File: config.mk
export PLATFORM = sky130hd
export DESIGN_NAME = irq_status_agg
export DESIGN_NICKNAME = d
export VERILOG_FILES = /design/src/rtl/irqagg_pkg.sv /design/src/rtl/irqagg_addr_ptr.sv /design/src/rtl/irqagg_bank.sv /design/src/rtl/irq_status_agg.sv
export SDC_FILE = /design/constraint.sdc
export NUM_CORES = 1
export LEC_CHECK = 0
export BUFFER_PORTS_ARGS = -buffer_cell sky130_fd_sc_hd__buf_2
export CAP_MARGIN = 5
export CORE_ASPECT_RATIO = 1.4
export CORE_MARGIN = 2
export CORE_UTILIZATION = 53
export CTS_BUF_LIST = sky130_fd_sc_hd__clkbuf_4 sky130_fd_sc_hd__clkbuf_8 sky130_fd_sc_hd__clkbuf_16
export DETAILED_ROUTE_END_ITERATION = 8
export PLACE_DENSITY = 0.76
export SYNTH_ARGS = -nofsm -noshare
export SYNTH_HDL_FRONTEND = slang
export SYNTH_SLANG_ARGS = --single-unit
export TNS_END_PERCENT = 20
File: constraint.sdc
create_clock -name clk -period 3.55 [get_ports clk]
set_input_delay 0.8875 -clock clk [delete_from_list [all_inputs] [get_ports clk]]
set_output_delay 0.8875 -clock clk [all_outputs]
set_load 0.01 [all_outputs]
File: src/rtl/irqagg_pkg.sv
package irqagg_pkg;

    localparam int BANK_W    = 8;
    localparam int NUM_BANKS = 3;
    localparam int EVT_W     = BANK_W * NUM_BANKS;
    localparam int ADDR_W    = 4;
    localparam int SEL_W     = $clog2(NUM_BANKS);

    // sources that never record: 12 and 23
    localparam logic [EVT_W-1:0] RSV_BITS = (EVT_W'(1) << 12) | (EVT_W'(1) << 23);

    localparam logic [ADDR_W-1:0] LINE_BASE = ADDR_W'(NUM_BANKS);
    localparam logic [ADDR_W-1:0] SMSK_BASE = ADDR_W'(2 * NUM_BANKS);
    localparam logic [ADDR_W-1:0] MAP_END   = ADDR_W'(3 * NUM_BANKS);

    typedef enum logic [1:0] {
        KIND_STAT,
        KIND_LINE,
        KIND_SMSK,
        KIND_NONE
    } reg_kind_e;

    typedef struct packed {
        reg_kind_e        kind;
        logic [SEL_W-1:0] bank;
    } reg_sel_t;

    function automatic reg_sel_t decode_addr(input logic [ADDR_W-1:0] a);
        reg_sel_t         s;
        logic [ADDR_W-1:0] off;
        s.kind = KIND_NONE;
        off    = '0;
        if (a < LINE_BASE) begin
            s.kind = KIND_STAT;
            off    = a;
        end else if (a < SMSK_BASE) begin
            s.kind = KIND_LINE;
            off    = a - LINE_BASE;
        end else if (a < MAP_END) begin
            s.kind = KIND_SMSK;
            off    = a - SMSK_BASE;
        end
        s.bank = off[SEL_W-1:0];
        return s;
    endfunction

endpackage

File: src/rtl/irqagg_addr_ptr.sv
module irqagg_addr_ptr
    import irqagg_pkg::*;
(
    input  logic              clk,
    input  logic              rst,
    input  logic              ld,
    input  logic [ADDR_W-1:0] ld_addr,
    input  logic              access,
    output logic [ADDR_W-1:0] cur_addr,
    output logic [ADDR_W-1:0] ptr
);
    logic [ADDR_W-1:0] ptr_q;

    assign cur_addr = ld ? ld_addr : ptr_q;
    assign ptr      = ptr_q;

    always_ff @(posedge clk) begin
        if (rst) begin
            ptr_q <= '0;
        end else if (access) begin
            ptr_q <= cur_addr + ADDR_W'(1);
        end else if (ld) begin
            ptr_q <= ld_addr;
        end
    end
endmodule

File: src/rtl/irqagg_bank.sv
module irqagg_bank #(
    parameter int              W   = 8,
    parameter logic [W-1:0]    RSV = '0
) (
    input  logic         clk,
    input  logic         rst,
    input  logic [W-1:0] evt,
    input  logic         clr_all,
    input  logic         wr_line,
    input  logic         wr_smsk,
    input  logic [W-1:0] wdata,
    output logic [W-1:0] status,
    output logic [W-1:0] line_mask,
    output logic [W-1:0] smsk,
    output logic         pend
);
    logic [W-1:0] status_q, line_q, smsk_q, capture;

    assign capture = evt & ~smsk_q & ~RSV;

    always_ff @(posedge clk) begin
        if (rst) begin
            status_q <= '0;
            line_q   <= '1;
            smsk_q   <= '1;
        end else begin
            if (clr_all) status_q <= capture;
            else         status_q <= status_q | capture;
            if (wr_line) line_q <= wdata;
            if (wr_smsk) smsk_q <= wdata;
        end
    end

    assign status    = status_q;
    assign line_mask = line_q;
    assign smsk      = smsk_q;
    assign pend      = |(status_q & ~line_q);
endmodule

File: src/rtl/irq_status_agg.sv
module irq_status_agg
    import irqagg_pkg::*;
(
    input  logic              clk,
    input  logic              rst,
    input  logic [EVT_W-1:0]  evt_i,
    input  logic              addr_ld_i,
    input  logic [ADDR_W-1:0] addr_i,
    input  logic              we_i,
    input  logic [BANK_W-1:0] wdata_i,
    input  logic              re_i,
    output logic [BANK_W-1:0] rdata_o,
    output logic              irq_o
);
    logic [ADDR_W-1:0] cur_addr, ptr_cur;
    reg_sel_t          sel;
    logic              access, clr_all;
    logic [EVT_W-1:0]  status_vec, lmask_vec, smask_vec;
    logic [NUM_BANKS-1:0] pend_bank;
    logic [BANK_W-1:0] rd_byte, rdata_q;
    logic              irq_q;

    assign access = we_i | re_i;

    irqagg_addr_ptr ptr_i (
        .clk(clk), .rst(rst), .ld(addr_ld_i), .ld_addr(addr_i),
        .access(access), .cur_addr(cur_addr), .ptr(ptr_cur)
    );

    assign sel     = decode_addr(cur_addr);
    assign clr_all = we_i && (sel.kind == KIND_STAT);

    for (genvar b = 0; b < NUM_BANKS; b++) begin : g_bank
        logic hit;
        assign hit = (sel.bank == SEL_W'(b));
        irqagg_bank #(.W(BANK_W), .RSV(RSV_BITS[b*BANK_W +: BANK_W])) bank_i (
            .clk(clk), .rst(rst),
            .evt(evt_i[b*BANK_W +: BANK_W]),
            .clr_all(clr_all),
            .wr_line(we_i && hit && sel.kind == KIND_LINE),
            .wr_smsk(we_i && hit && sel.kind == KIND_SMSK),
            .wdata(wdata_i),
            .status(status_vec[b*BANK_W +: BANK_W]),
            .line_mask(lmask_vec[b*BANK_W +: BANK_W]),
            .smsk(smask_vec[b*BANK_W +: BANK_W]),
            .pend(pend_bank[b])
        );
    end

    always_comb begin
        unique case (sel.kind)
            KIND_STAT: rd_byte = status_vec[sel.bank*BANK_W +: BANK_W];
            KIND_LINE: rd_byte = lmask_vec[sel.bank*BANK_W +: BANK_W];
            KIND_SMSK: rd_byte = smask_vec[sel.bank*BANK_W +: BANK_W];
            default:   rd_byte = '0;
        endcase
    end

    always_ff @(posedge clk) begin
        if (rst) begin
            rdata_q <= '0;
            irq_q   <= 1'b0;
        end else begin
            if (re_i) rdata_q <= rd_byte;
            irq_q <= |pend_bank;
        end
    end

    assign rdata_o = rdata_q;
    assign irq_o   = irq_q;
endmodule

Word-level counts from Yosys, hierarchy flattened. Cells that the tools add are included.

Output and inout bits: 9. Memory bits (writable): 0. Memory bits (read-only): 0. Memories kept: 0. Bits in latches: 0. Word-level logic and storage cells: 69. Bits of input ports: 41. Flip-flop bits (word level): 85.

Reductions and logical operators: 14. Multiply operators: 0. Eq/ne operators: 4. Shift-type cells: 3. $add $sub $neg: 3. Mux-type cells: 12. Order comparisons: 3. Bitwise operators: 16. Div/mod/pow operators: 0.

Operator list (number): $shiftx A24 B6 Y8 (3); $and A8 B8 Y8 (5); $not A8 Y8 (5); $pmux W8 S3 (1); $reduce_or A24 Y1 (1); $mux W8 (2); $or A8 B8 Y8 (2); $logic_and A1 B1 Y1 (10); $mux W2 (5); $mux W4 (2); $or A8 B7 Y8 (1); $and A7 B7 Y7 (1); $mux W7 (1); $not A7 Y7 (1); $add A4 B1 Y4 const B (1); $eq A2 B1 Y1 const B (2); $eq A2 B2 Y1 const B (2); $logic_not A2 Y1 (2); $lt A4 B2 Y1 const B (1); $lt A4 B3 Y1 const B (1); $lt A4 B4 Y1 const B (1); $sub A2 B2 Y2 const B (2); $reduce_or A2 Y1 (1); $mux W1 (1); $or A1 B1 Y1 (1).

Logic depth before layout (Yosys ltp). Gate-level depths: netlist of run 1.

Depth after elaboration: 8. Gate-level depth with buffers: 14. Gate-level depth less buffers: 10.

By module. A second synthesis of run 1 with hierarchy kept.

Cell total of the unflattened synthesis: 445. Area, all modules: 4041.4 um^2.

By module, submodules not included: irqagg_bank at g_bank[1].bank_i ... (cells an instance 93, times used 2, seq. area each 460.4 um^2, area each 905.9 um^2); irq_status_agg (cells an instance 138, times used 1, seq. area each 180.2 um^2, area each 1058.5 um^2); irqagg_bank at g_bank[0].bank_i (cells an instance 98, times used 1, seq. area each 480.5 um^2, area each 942.2 um^2); irqagg_addr_ptr (cells an instance 23, times used 1, seq. area each 80.1 um^2, area each 229.0 um^2).

Worst setup path after synthesis of run 1. Ideal clock, no wire load.

Path kind: in2reg. Start: input port addr_ld_i. End: register g_bank[1].bank_i.smsk_q[0]. Data required time: 3478 ps. Stages on the path: 13. Setup slack: 406 ps. Buffers on the path: 3. Arrival time: 3073 ps. Library setup time: 72 ps. Cell sequence: buf_6 -> buf_12 -> nand2b_1 -> and2_1 -> inv_1 -> ha_1 -> nor2_1 -> or3_4 -> a31oi_4 -> a22oi_2 -> buf_6 -> nor3_4 -> mux2i_1.

Cells in the longest elaborated chain, start to end: 8. Elaborated cells on any way between the ends: 16. Classes of those cells: 2 x add/sub; 3 x order compare; 2 x eq/ne; 7 x mux; 2 x reduce/logical.

RTL lines: from (decl) (line irq_status_agg.sv:7) `input logic addr_ld_i,`; $mux W4 (*); $lt A4 B4 Y1 or $sub A2 B2 Y2 (tied branches) (line irqagg_pkg.sv:39, irqagg_pkg.sv:41); $mux W2 (line irqagg_pkg.sv:39) `end else if (a < MAP_END) begin`; $mux W2 (line irqagg_pkg.sv:36) `end else if (a < SMSK_BASE) begin`; $mux W2 (line irqagg_pkg.sv:33) `if (a < LINE_BASE) begin`; $eq A2 B1 Y1 (line irq_status_agg.sv:35) `assign hit = (sel.bank == SEL_W'(b));`; $logic_and A1 B1 Y1 (line irq_status_agg.sv:41) `.wr_smsk(we_i && hit && sel.kind == KIND_SMSK),`; $logic_and A1 B1 Y1 (*) (line irq_status_agg.sv:41); to (signal assigned) (line irqagg_bank.sv:30) `if (wr_smsk) smsk_q <= wdata;`; to (decl) (line irqagg_bank.sv:17) `logic [W-1:0] status_q, line_q, smsk_q, capture;`.

Every way passes the cells marked *; elsewhere a longest branch is shown, timed or not. A chain may end at the register's enable or synchronous reset.

Worst setup path after layout of run 1.
Start: input port addr_ld_i. End: register g_bank[2].bank_i.smsk_q[5].

Cells in the longest elaborated chain, start to end: 8. Elaborated cells on any way between the ends: 16. Classes of those cells: 2 x add/sub; 3 x order compare; 2 x eq/ne; 7 x mux; 2 x reduce/logical.

RTL lines (line): $mux W4 (*); $lt A4 B4 Y1 or $sub A2 B2 Y2 (tied branches) (irqagg_pkg.sv:39, irqagg_pkg.sv:41); $mux W2 (irqagg_pkg.sv:39); $mux W2 (irqagg_pkg.sv:36); $mux W2 (irqagg_pkg.sv:33); $eq A2 B2 Y1 (irq_status_agg.sv:35); $logic_and A1 B1 Y1 (irq_status_agg.sv:41); $logic_and A1 B1 Y1 (*) (irq_status_agg.sv:41); to (signal assigned) (irqagg_bank.sv:30); to (decl) (irqagg_bank.sv:17).

Marked as above.

==> results of run 1 <==
[power groups by stage]
stage	registers, mW	clock network [mW]	logic (mW)
floorplan	1.02	0	0.332
global placement	1.03	0	0.486
detailed placement	1.03	0	0.495
CTS	1.01	0.710	0.498
global route	1.01	0.755	0.541
finish	1.01	0.709	0.508
[cell families (layout without fill, tap and decap cells)]
family / count (synthesis) / count (layout) / share of synthesized area
and+or+nand+nor: 179 / 179 / 0.217
AOI/OAI and AO/OA: 97 / 97 / 0.175
DFF: 83 / 83 / 0.398
muxes: 55 / 55 / 0.139
buffers and inverters: 53 / 119 / 0.0584
xor gates and xnor gates: 3 / 3 / 0.00629
adders and majority gates: 2 / 2 / 0.00599
[cell usage after synthesis, drive strengths merged (3+ instances only)]
cell and count:
nor2 93, dfxtp 83, mux2i 53, inv 28, a21oi 27, nor2b 23
nand2 16, clkbuf 14, a221oi 11, buf 11, nor3 9, o22ai 9
and3 8, nand3 7, o21ai 7, o221ai 6, or3 6, a211oi 5
a221o 4, and2 4, nand2b 4, nand4 4, o211a 4, o221a 4
a22o 3, o211ai 3
[cell type report]
cell class / count / area, um2 / area share
Clock buffer: 13 / 166 / 0.0344
Clock inverter: 2 / 35.0 / 0.00725
Inverter: 28 / 108 / 0.0223
Multi-Input combinational cell: 336 / 2270 / 0.470
Sequential cell: 83 / 1660 / 0.344
Tap cell: 100 / 125 / 0.0259
Timing Repair Buffer: 76 / 465 / 0.0963
[state kept, by name, summed over array words and instances (netlist names)]
name	cells
g_bank.bank_i.status	22
g_bank.bank_i.smsk	24
irq_o	1
rdata_o	8
g_bank.bank_i.line_mask	24
ptr_i.ptr	4
[worst paths after layout]
kind                start                        to  slack, ns  cells after the start
min            rdata_o[6]                rdata_o[6]       0.48                      2
min reg2reg    rdata_o[6]                rdata_o[6]       0.48                      2
max reg2reg  ptr_i.ptr[1]  g_bank[2].bank_i.smsk[5]       0.83                     10
max             addr_ld_i  g_bank[2].bank_i.smsk[5]       0.39                     11
[worst max-delay path: cells and delay by family]
kind	cells	cell delay (ns)
muxes	2	0.56
buffers and inverters	4	0.67
adders and majority gates	1	0.24
and+or+nand+nor	1	0.52
AOI/OAI and AO/OA	3	0.57
[per-layer routing]
metal | GRT usage | up-vias | routed length, um
met2 | 0.485 | 150 | 5880
met4 | 0.149 | 0 | 454
li1 | - | 1792 | -
met3 | 0.0530 | 45 | 781
met5 | 0 | - | 0
met1 | 0.339 | 1836 | 4690
[stage by stage]
| stage | area (um2) | setup slack, ns | hold slack (ns) |
|---|---|---|---|
| detailed placement | 4630 | 0.0541 | 0.469 |
| global route | 4830 | 0.265 | 0.533 |
| finish | 4830 | 0.392 | 0.484 |
| floorplan | 4180 | 0.406 | 0.477 |
| CTS | 4830 | 0.421 | 0.488 |
| global placement | 4630 | 0.153 | 0.470 |
==> out/qor.yml, run 1 <==
floorplan:
  dieArea_mm2: 0.00862
  die_w_um: 79.0
  start_util: 0.543
  core_area_mm2: 0.00770
  rows: 38
  pin_count: 50
  die_height_um: 109
synthesis:
  async_flop_share: 0
  netlist_area_mm2: 0.00418
  ys_dominant_reg_cell: "dfxtp_1"
  yosysTopAreaCell: "dfxtp_1"
  synth_area_leaders: "dfxtp_1 40%, mux2i_1 12%, nor2_1 8.3%"
  synth.distinct_cells: 57
  synth_nets: 515
  syn_avg_cell_area_um2: 8.85
  ys_ff_latch: 83
  yosys.area.top_type_share: 0.398
  yosys_warnings: 0
  synth_edf_count: 0
  ys_seq_area_frac: 0.398
  netlist_instances: 472
clock_tree:
  clock-root-buffer: "clkbuf_8"
  ctsResizeCount: 0
  clock_latency_ns: 0.37
  clk_pin_slew_ns: 0.08
  ctsHoldBuffers: 0
  cts_tree: "yes"
  postCtsSetupRepairBufs: 0
  clkSinkCount: 83
  cts_max_level: 3
  cts_buffer_depth: 2
  cts_buffers: 9
cells_and_area:
  fin_cells: 638
  layout_common_cells: "92 x nor2_1, 83 x dfxtp_1, 50 x mux2i_1, 47 x buf_2, 28 x buf_4"
  nFillCells: 674
  final_core_util: 0.628
  area_growth_pct: 15.7
  final_nets: 577
  drive_gt1_frac: 0.210
  final_common_cell: "nor2_1"
  diodes: 0
pwr:
  p_per_area_mw_per_mm2: 460
  p_leak_nw: 1.89
  intPower_mw: 1.56
  total_power_mw: 2.23
  p_sw_frac: 0.299
  max-vdd-ir-drop_uv: 366
  p_clk_frac: 0.319
  switchingPower_mw: 0.665
  pwr-share-comb: 0.228
  seqPwrFrac: 0.453
drt:
  drtIter0Drc: 357
  drt_wl_total_um: 11800
  wl_per_cell_um: 18.5
  vias: 3823
  drc: 0
  vias_per_cell: 5.99
  ant_nets: 0
  first_pass_iters: 5
sta:
  rsz0062_at_grt: "no"
  max_freq_mhz: 317
  worst_pin_slew_ns: 0.856
  hold_viol: 0
  period_share: 0.890
  drv_slew: 0
  min_period_ns: 3.16
  timing.setup.tns_ns: 0
  skew_ns: 0.00914
  relSlewSlack: 0.427
  setup_viol: 0
critical_path:
  worstPathCellList: "buf_2 > mux2i_4 > inv_1 > ha_1 > o211ai_1 > buf_4 > a31oi_4 > a22o_1 > buf_4 > nor3_4 > mux2i_1"
  crit_type: "in2reg"
  max_stage_delay_ns: 0.52
  cp_data_arrival_time_ns: 3.46
  cp-end-kind: "register"
  cp_common_cell: "buf_4"
  slowest_stage: "nor3_4"
  cp-start-kind: "primary input"
  crit_path_max_fanout: 8
  worstPathRequired_ns: 3.85
grt:
  overflow: 0
  grt_pass1_wl_um: 18600
  grt_max_degree: 28
  antenna_found_initial: 0
  grt_pass1_vias: 3699
  track_usage: 0.285
run_status:
  status: "finished, final reports clean"
place:
  gp_congestion: 0.981
  dp_hpwl_um: 8410
  port-buffer-count: 47
  dp_cells: 623
worst_hold_path:
  min_path_type: "reg2reg"
job:
  max_cap_viol_count: 0
Note: power is estimated with default switching activity, not from simulation.
==> inputs of run 2 (changes only) <==
--- a/config.mk
+++ b/config.mk
@@ -5,13 +5,16 @@
 export SDC_FILE = /design/constraint.sdc
 export NUM_CORES = 1
 export LEC_CHECK = 0
+export ABC_AREA = 1
 export BUFFER_PORTS_ARGS = -buffer_cell sky130_fd_sc_hd__buf_2
 export CAP_MARGIN = 5
 export CORE_ASPECT_RATIO = 1.4
 export CORE_MARGIN = 2
 export CORE_UTILIZATION = 53
 export CTS_BUF_LIST = sky130_fd_sc_hd__clkbuf_4 sky130_fd_sc_hd__clkbuf_8 sky130_fd_sc_hd__clkbuf_16
+export CTS_CLUSTER_DIAMETER = 80
 export DETAILED_ROUTE_END_ITERATION = 8
+export GPL_TIMING_DRIVEN = 0
 export PLACE_DENSITY = 0.76
 export SYNTH_ARGS = -nofsm -noshare
 export SYNTH_HDL_FRONTEND = slang
==> out/qor.yml, run 2 <==
floorplan:
  start_util: 0.550  # +0.00702
  die_w_um: 80.0  # +1.2%
  dieArea_mm2: 0.00883  # +2.4%
  pin_count: 50  # unchanged
  die_height_um: 110  # +1.2%
  core_area_mm2: 0.00780  # +1.2%
  rows: 38  # unchanged
worst_hold_path:
  holdPathEnd: "g_bank[1].bank_i.status[2]"
  min_from: "g_bank[1].bank_i.status[2]"
  min_path_type: "reg2reg"
  hold_depth: 2  # unchanged
synthesis:
  yosys_warnings: 0  # unchanged
  synth_top_family_by_area: "simple AND/OR/NAND/NOR gates"
  yosys.area.top_type_share: 0.388  # -0.00987
  synthAdderAreaFrac: 0.00584  # -0.000149
  synth.distinct_cells: 30  # -47%
  synth_edf_count: 0  # unchanged
  netlist_instances: 619  # +31%
  ys_ff_latch: 83  # unchanged
  netlist_area_mm2: 0.00429  # +2.5%
  synth_compound_area_frac: 0.131  # -0.0443
  ys_dominant_reg_cell: "dfxtp_1"
  syn_avg_cell_area_um2: 6.92  # -22%
  synth-simple-area-share: 0.376  # +0.158
  muxShareOfSynthArea: 0  # -0.139
  synth_area_leaders: "dfxtp_1 39%, nand2_1 19%, nand3_1 6.8%"
  async_flop_share: 0  # unchanged
  yosysTopAreaCell: "dfxtp_1"
  yosysMostFrequentCell: "nand2_1"
  synthXorXnorAreaFrac: 0  # -0.00629
  synth_nets: 662  # +29%
  ys_seq_area_frac: 0.388  # -0.00987
  synth_common_cells: "216 x nand2_1, 83 x dfxtp_1, 71 x inv_1, 58 x nand3_1, 40 x a21oi_1"
drt:
  drtIter0Drc: 369  # +3.4%
  ant_nets: 0  # unchanged
  vias: 4417  # +16%
  wl_per_cell_um: 17.2  # -6.9%
  drc: 0  # unchanged
  drt_wl_total_um: 13400  # +14%
  first_pass_iters: 5  # unchanged
  vias_per_cell: 5.66  # -5.5%
critical_path:
  r2r_cells: 14  # +4
  worstPathRequired_ns: 3.77  # -0.08 ns
  cp-start-kind: "primary input"
  cp-end-kind: "register"
  crit_type: "in2reg"
  cp_data_arrival_time_ns: 3.17  # -0.29 ns
  r2r-start: "ptr_i.ptr[0]"
  crit_path_max_fanout: 10  # +2
  worst_r2r_endpoint: "rdata_o[2]"
  rrSetupSlack_ns: 1.08  # +0.25 ns
sta:
  min_period_ns: 2.95  # -0.211 ns
  whs_ns: 0.466  # -0.0179 ns
  drv_slew: 0  # unchanged
  hold_viol: 0  # unchanged
  worst_pin_slew_ns: 0.669  # -0.187 ns
  skew_ns: 0.0139  # +0.00473 ns
  max_freq_mhz: 339  # +7.2%
  rsz0062_at_grt: "no"
  setup_ws_ns: 0.603  # +0.211 ns
  period_share: 0.830  # -0.0596
  timing.setup.tns_ns: 0  # unchanged
  relSlewSlack: 0.554  # +0.127
  setup_viol: 0  # unchanged
pwr:
  p_per_area_mw_per_mm2: 475  # +3.3%
  p_leak_nw: 2.38  # +26%
  max-vdd-ir-drop_uv: 272  # -26%
place:
  dp_hpwl_um: 9840  # +17%
  port-buffer-count: 46  # -2.1%
  placed_area_mm2: 0.00464  # +0.16%
  gp_congestion: 0.921  # -6.1%
  place_ws_ns: 0.284  # +0.230 ns
cells_and_area:
  nFillCells: 747  # +11%
  finalInstanceArea_mm2: 0.00486  # +0.47%
  final_nets: 719  # +25%
  drive_gt1_frac: 0.169  # -0.0409
  area_growth_pct: 13.3
  diodes: 0  # unchanged
  final_core_util: 0.623  # -0.00477
  multi_input_area_mm2: 0.00220  # -3.4%
  final_common_cell: "nand2_1"
  regArea_mm2: 0.00166  # unchanged
  layout_common_cells: "216 x nand2_1, 83 x dfxtp_1, 71 x inv_1, 58 x nand3_1, 55 x buf_2"
clock_tree:
  clock-root-buffer: "clkbuf_8"
  clkSinkCount: 83  # unchanged
  clk_pin_slew_ns: 0.08  # about the same
  cts_tree: "yes"
  cts_buffers: 9  # unchanged
  cts_buffer_depth: 2  # unchanged
  clock_latency_ns: 0.38  # about the same
  postCtsSetupRepairBufs: 0  # unchanged
  ctsHoldBuffers: 0  # unchanged
  ctsResizeCount: 0  # unchanged
  cts_max_level: 3  # unchanged
job:
  max_cap_viol_count: 0  # unchanged
run_status:
  status: "finished, final reports clean"
grt:
  track_usage: 0.322  # +0.0371
  grt_max_degree: 13  # -54%
  antenna_found_initial: 0  # unchanged
  overflow: 0  # unchanged
  grt_pass1_wl_um: 21000  # +13%
  grt_pass1_vias: 4245  # +15%
-- run 2: power breakdown --
part | switching (mW) | internal [mW] | leakage [nW] | total [mW]
sequential | 0.0264 | 0.979 | 0.675 | 1.01
clock | 0.345 | 0.407 | 0.112 | 0.752
combinational | 0.383 | 0.169 | 1.59 | 0.552
total | 0.755 | 1.55 | 2.38 | 2.31
-- run 2: per-stage QoR --
step	power, mW	instances
global route	2.41	780
finish	2.31	780
global placement	1.55	765
CTS	2.30	780
detailed placement	1.56	765
floorplan	1.39	619
-- run 2: kinds of logic after synthesis --
logic type,Yosys count
buffers and inverters,102
AND/OR/NAND/NOR,339
flip-flops,83
AO/OA/AOI/OAI,93
adder cells (fa/ha/maj),2
-- run 2: area by class of cell --
type	count	area share
Tap cell	100	0.0258
Sequential cell	83	0.342
Timing Repair Buffer	46	0.0474
Clock inverter	1	0.00618
Multi-Input combinational cell	434	0.452
Buffer	25	0.0286
Clock buffer	14	0.0384
Inverter	77	0.0595
-- run 2: routing by layer --
metal  up-vias  wire length (um)  GRT usage
met3        45              1200     0.0660
met5         -                 0          0
met4         0               730      0.206
li1       2112                 -          -
met2       212              6370      0.532
met1      2048              5140      0.377
-- run 2: worst max path at each step --
stage | from | end | slack [ns]
3_5_place_dp | addr_ld_i | g_bank[1].bank_i.smsk[1] | 0.28
6_report | addr_ld_i | rdata_o[2] | 0.60
4_1_cts | addr_ld_i | g_bank[1].bank_i.smsk[1] | 0.66
5_1_grt | addr_ld_i | rdata_o[1] | 0.35
3_3_place_gp | addr_ld_i | rdata_o[5] | 0.35
2_1_floorplan | addr_ld_i | g_bank[0].bank_i.line_mask[5] | 0.93
-- run 2: critical path, cell delays in order --
cell     delay [ns]
buf_2          0.16
inv_2          0.10
nand2_1        0.08
nand2_2        0.11
inv_1          0.18
ha_1           0.20
nand3_1        0.11
nand2_2        0.17
nand2_8        0.12
nand2_1        0.18
buf_2          0.30
nand3_1        0.11
nand2_1        0.19
a21oi_1        0.10
nand2_1        0.09
a21oi_1        0.07
==> inputs of run 3 (changes only) <==
==> constraint.sdc (replaced) <==
create_clock -name clk -period 3 [get_ports clk]
set_input_delay 0.75 -clock clk [delete_from_list [all_inputs] [get_ports clk]]
set_output_delay 0.75 -clock clk [all_outputs]
set_load 0.01 [all_outputs]
==> out/qor.yml, run 3 (synthesized netlist as in run 2, its figures left out) <==
run_status:
  status: "finished, final reports clean"
grt:
  grt_pass1_vias: 4245  # unchanged
  grt_pass1_wl_um: 21000  # unchanged
  antenna_found_initial: 0  # unchanged
  track_usage: 0.322  # unchanged
  grt_max_degree: 13  # unchanged
  overflow: 0  # unchanged
job:
  max_cap_viol_count: 0  # unchanged
place:
  gp_congestion: 0.921  # unchanged
  dp_cells: 765  # unchanged
  dp_hpwl_um: 9840  # unchanged
  port-buffer-count: 46  # unchanged
pwr:
  intPower_mw: 1.84  # +18%
  p_clk_frac: 0.326  # about the same
  seqPwrFrac: 0.435  # about the same
  total_power_mw: 2.74  # +18%
  switchingPower_mw: 0.895  # +19%
  p_sw_frac: 0.327  # +0.000356
  p_leak_nw: 2.38  # about the same
  max-vdd-ir-drop_uv: 322  # +18%
  pwr-share-comb: 0.240  # about the same
  p_per_area_mw_per_mm2: 563  # +18%
critical_path:
  worstPathRequired_ns: 3.22  # -0.55 ns
  cp_data_arrival_time_ns: 3.01  # -0.16 ns
  worstPathCellList: "buf_2 > inv_2 > nand2_1 > nand2_2 > inv_1 > ha_1 > nand3_1 > nand2_2 > nand2_8 > nand2_1 > inv_2 > buf_4 > nand2_1 > nand2_1 > a21oi_1 > nand2_1 > a21oi_1"
  r2r-start: "ptr_i.ptr[0]"
  max_stage_delay_ns: 0.22  # -0.08 ns
  crit_type: "in2reg"
  crit_path_max_fanout: 10  # unchanged
  cp-start-kind: "primary input"
  cp_top_family: "simple AND/OR/NAND/NOR gates"
  cp-startpoint: "addr_ld_i"
  worst-path-buf-inv: 5  # +1
  cp-end-kind: "register"
  r2r_cells: 15  # +1
  cp.depth: 17  # +1
  cp_common_cell: "nand2_1"
  slowest_stage: "ha_1"
sta:
  drv_slew: 0  # unchanged
  timing.setup.tns_ns: 0  # unchanged
  skew_ns: 0.0132  # -0.000681 ns
  rsz0062_at_grt: "no"
  setup_viol: 0  # unchanged
  min_period_ns: 2.79
  period_share: 0.929
  whs_ns: 0.466  # +0.0000460 ns
  max_freq_mhz: 359
  hold_viol: 0  # unchanged
  worst_pin_slew_ns: 0.679  # +0.00955 ns
  relSlewSlack: 0.547  # -0.00637
floorplan:
  die_height_um: 110  # unchanged
  dieArea_mm2: 0.00883  # unchanged
  pin_count: 50  # unchanged
  core_area_mm2: 0.00780  # unchanged
  start_util: 0.550  # unchanged
  die_w_um: 80.0  # unchanged
  rows: 38  # unchanged
clock_tree:
  cts_tree: "yes"
  clock-root-buffer: "clkbuf_8"
  clk_pin_slew_ns: 0.08  # about the same
  cts_max_level: 3  # unchanged
  clock_latency_ns: 0.37  # about the same
  cts_buffers: 9  # unchanged
  postCtsSetupRepairBufs: 0  # unchanged
  clkSinkCount: 83  # unchanged
  cts_buffer_depth: 2  # unchanged
  ctsHoldBuffers: 0  # unchanged
  ctsResizeCount: 0  # unchanged
drt:
  drc: 0  # unchanged
  drt_wl_total_um: 13500  # +0.13%
  wl_per_cell_um: 17.3  # +0.13%
  vias: 4464  # +1.1%
  first_pass_iters: 7  # +2
  ant_nets: 0  # unchanged
  vias_per_cell: 5.72  # +1.1%
  drtIter0Drc: 375  # +1.6%
worst_hold_path:
  min_from: "g_bank[1].bank_i.status[2]"
  hold_depth: 2  # unchanged
  min_path_type: "reg2reg"
cells_and_area:
  final_nets: 719  # unchanged
  regArea_mm2: 0.00166  # unchanged
  nFillCells: 747  # unchanged
  layout_common_cells: "216 x nand2_1, 83 x dfxtp_1, 71 x inv_1, 58 x nand3_1, 54 x buf_2"
  diodes: 0  # unchanged
  area_growth_pct: 13.4  # about the same
  multi_input_area_mm2: 0.00220  # unchanged
  final_common_cell: "nand2_1"
  fin_cells: 780  # unchanged
  drive_gt1_frac: 0.169  # unchanged
-- run 3: cell counts in the layout (fill, tap and decap cells not counted) --
Identical to the previous run, type by type.
-- run 3: area by class of cell --
class,count,share of cell area
sequential,83,0.342
clock inverter,1,0.00618
timing repair buffer,46,0.0474
tap,100,0.0257
clock buffer,14,0.0384
multi-input combinational,434,0.452
inverter,77,0.0595
buffer,25,0.0291
-- run 3: power groups by stage --
stage / logic [mW] / registers (mW) / clock network (mW)
2_1_floorplan: 0.428 / 1.21 / 0
3_3_place_gp: 0.623 / 1.21 / 0
3_5_place_dp: 0.633 / 1.22 / 0
4_1_cts: 0.639 / 1.19 / 0.895
5_1_grt: 0.719 / 1.20 / 0.936
6_report: 0.656 / 1.19 / 0.891
-- run 3: stage by stage --
step | setup WS (ns) | area, um2 | utilization
after global routing | 0.00444 | 4860 | 0.623
after CTS | 0.244 | 4860 | 0.623
final | 0.214 | 4860 | 0.623
after floorplan | 0.516 | 4290 | -
after detailed placement | -0.129 | 4640 | 0.595
after global placement | -0.0612 | 4640 | 0.595
-- run 3: final timing paths --
check,endpoint,slack [ns]
setup reg to reg,rdata_o[2],0.57
hold reg to reg,g_bank[1].bank_i.status[2],0.47
hold / removal,g_bank[1].bank_i.status[2],0.47
setup / recovery,rdata_o[2],0.21
-- run 3: layer usage --
layer | vias to the layer above | GRT usage | wire, um
met4 | 0 | 0.206 | 726
met3 | 52 | 0.0660 | 1100
met2 | 223 | 0.532 | 6400
li1 | 2115 | - | -
met1 | 2074 | 0.377 | 5240
met5 | - | 0 | 0
-- run 3: worst reg2reg max path: cells and delay by family (launching register included) --
kind / cells / cell delay, ns
buf+inv: 3 / 0.46
simple gates: 9 / 1.07
flops: 1 / 0.31
compound gates: 2 / 0.31
fa+ha+maj: 1 / 0.20
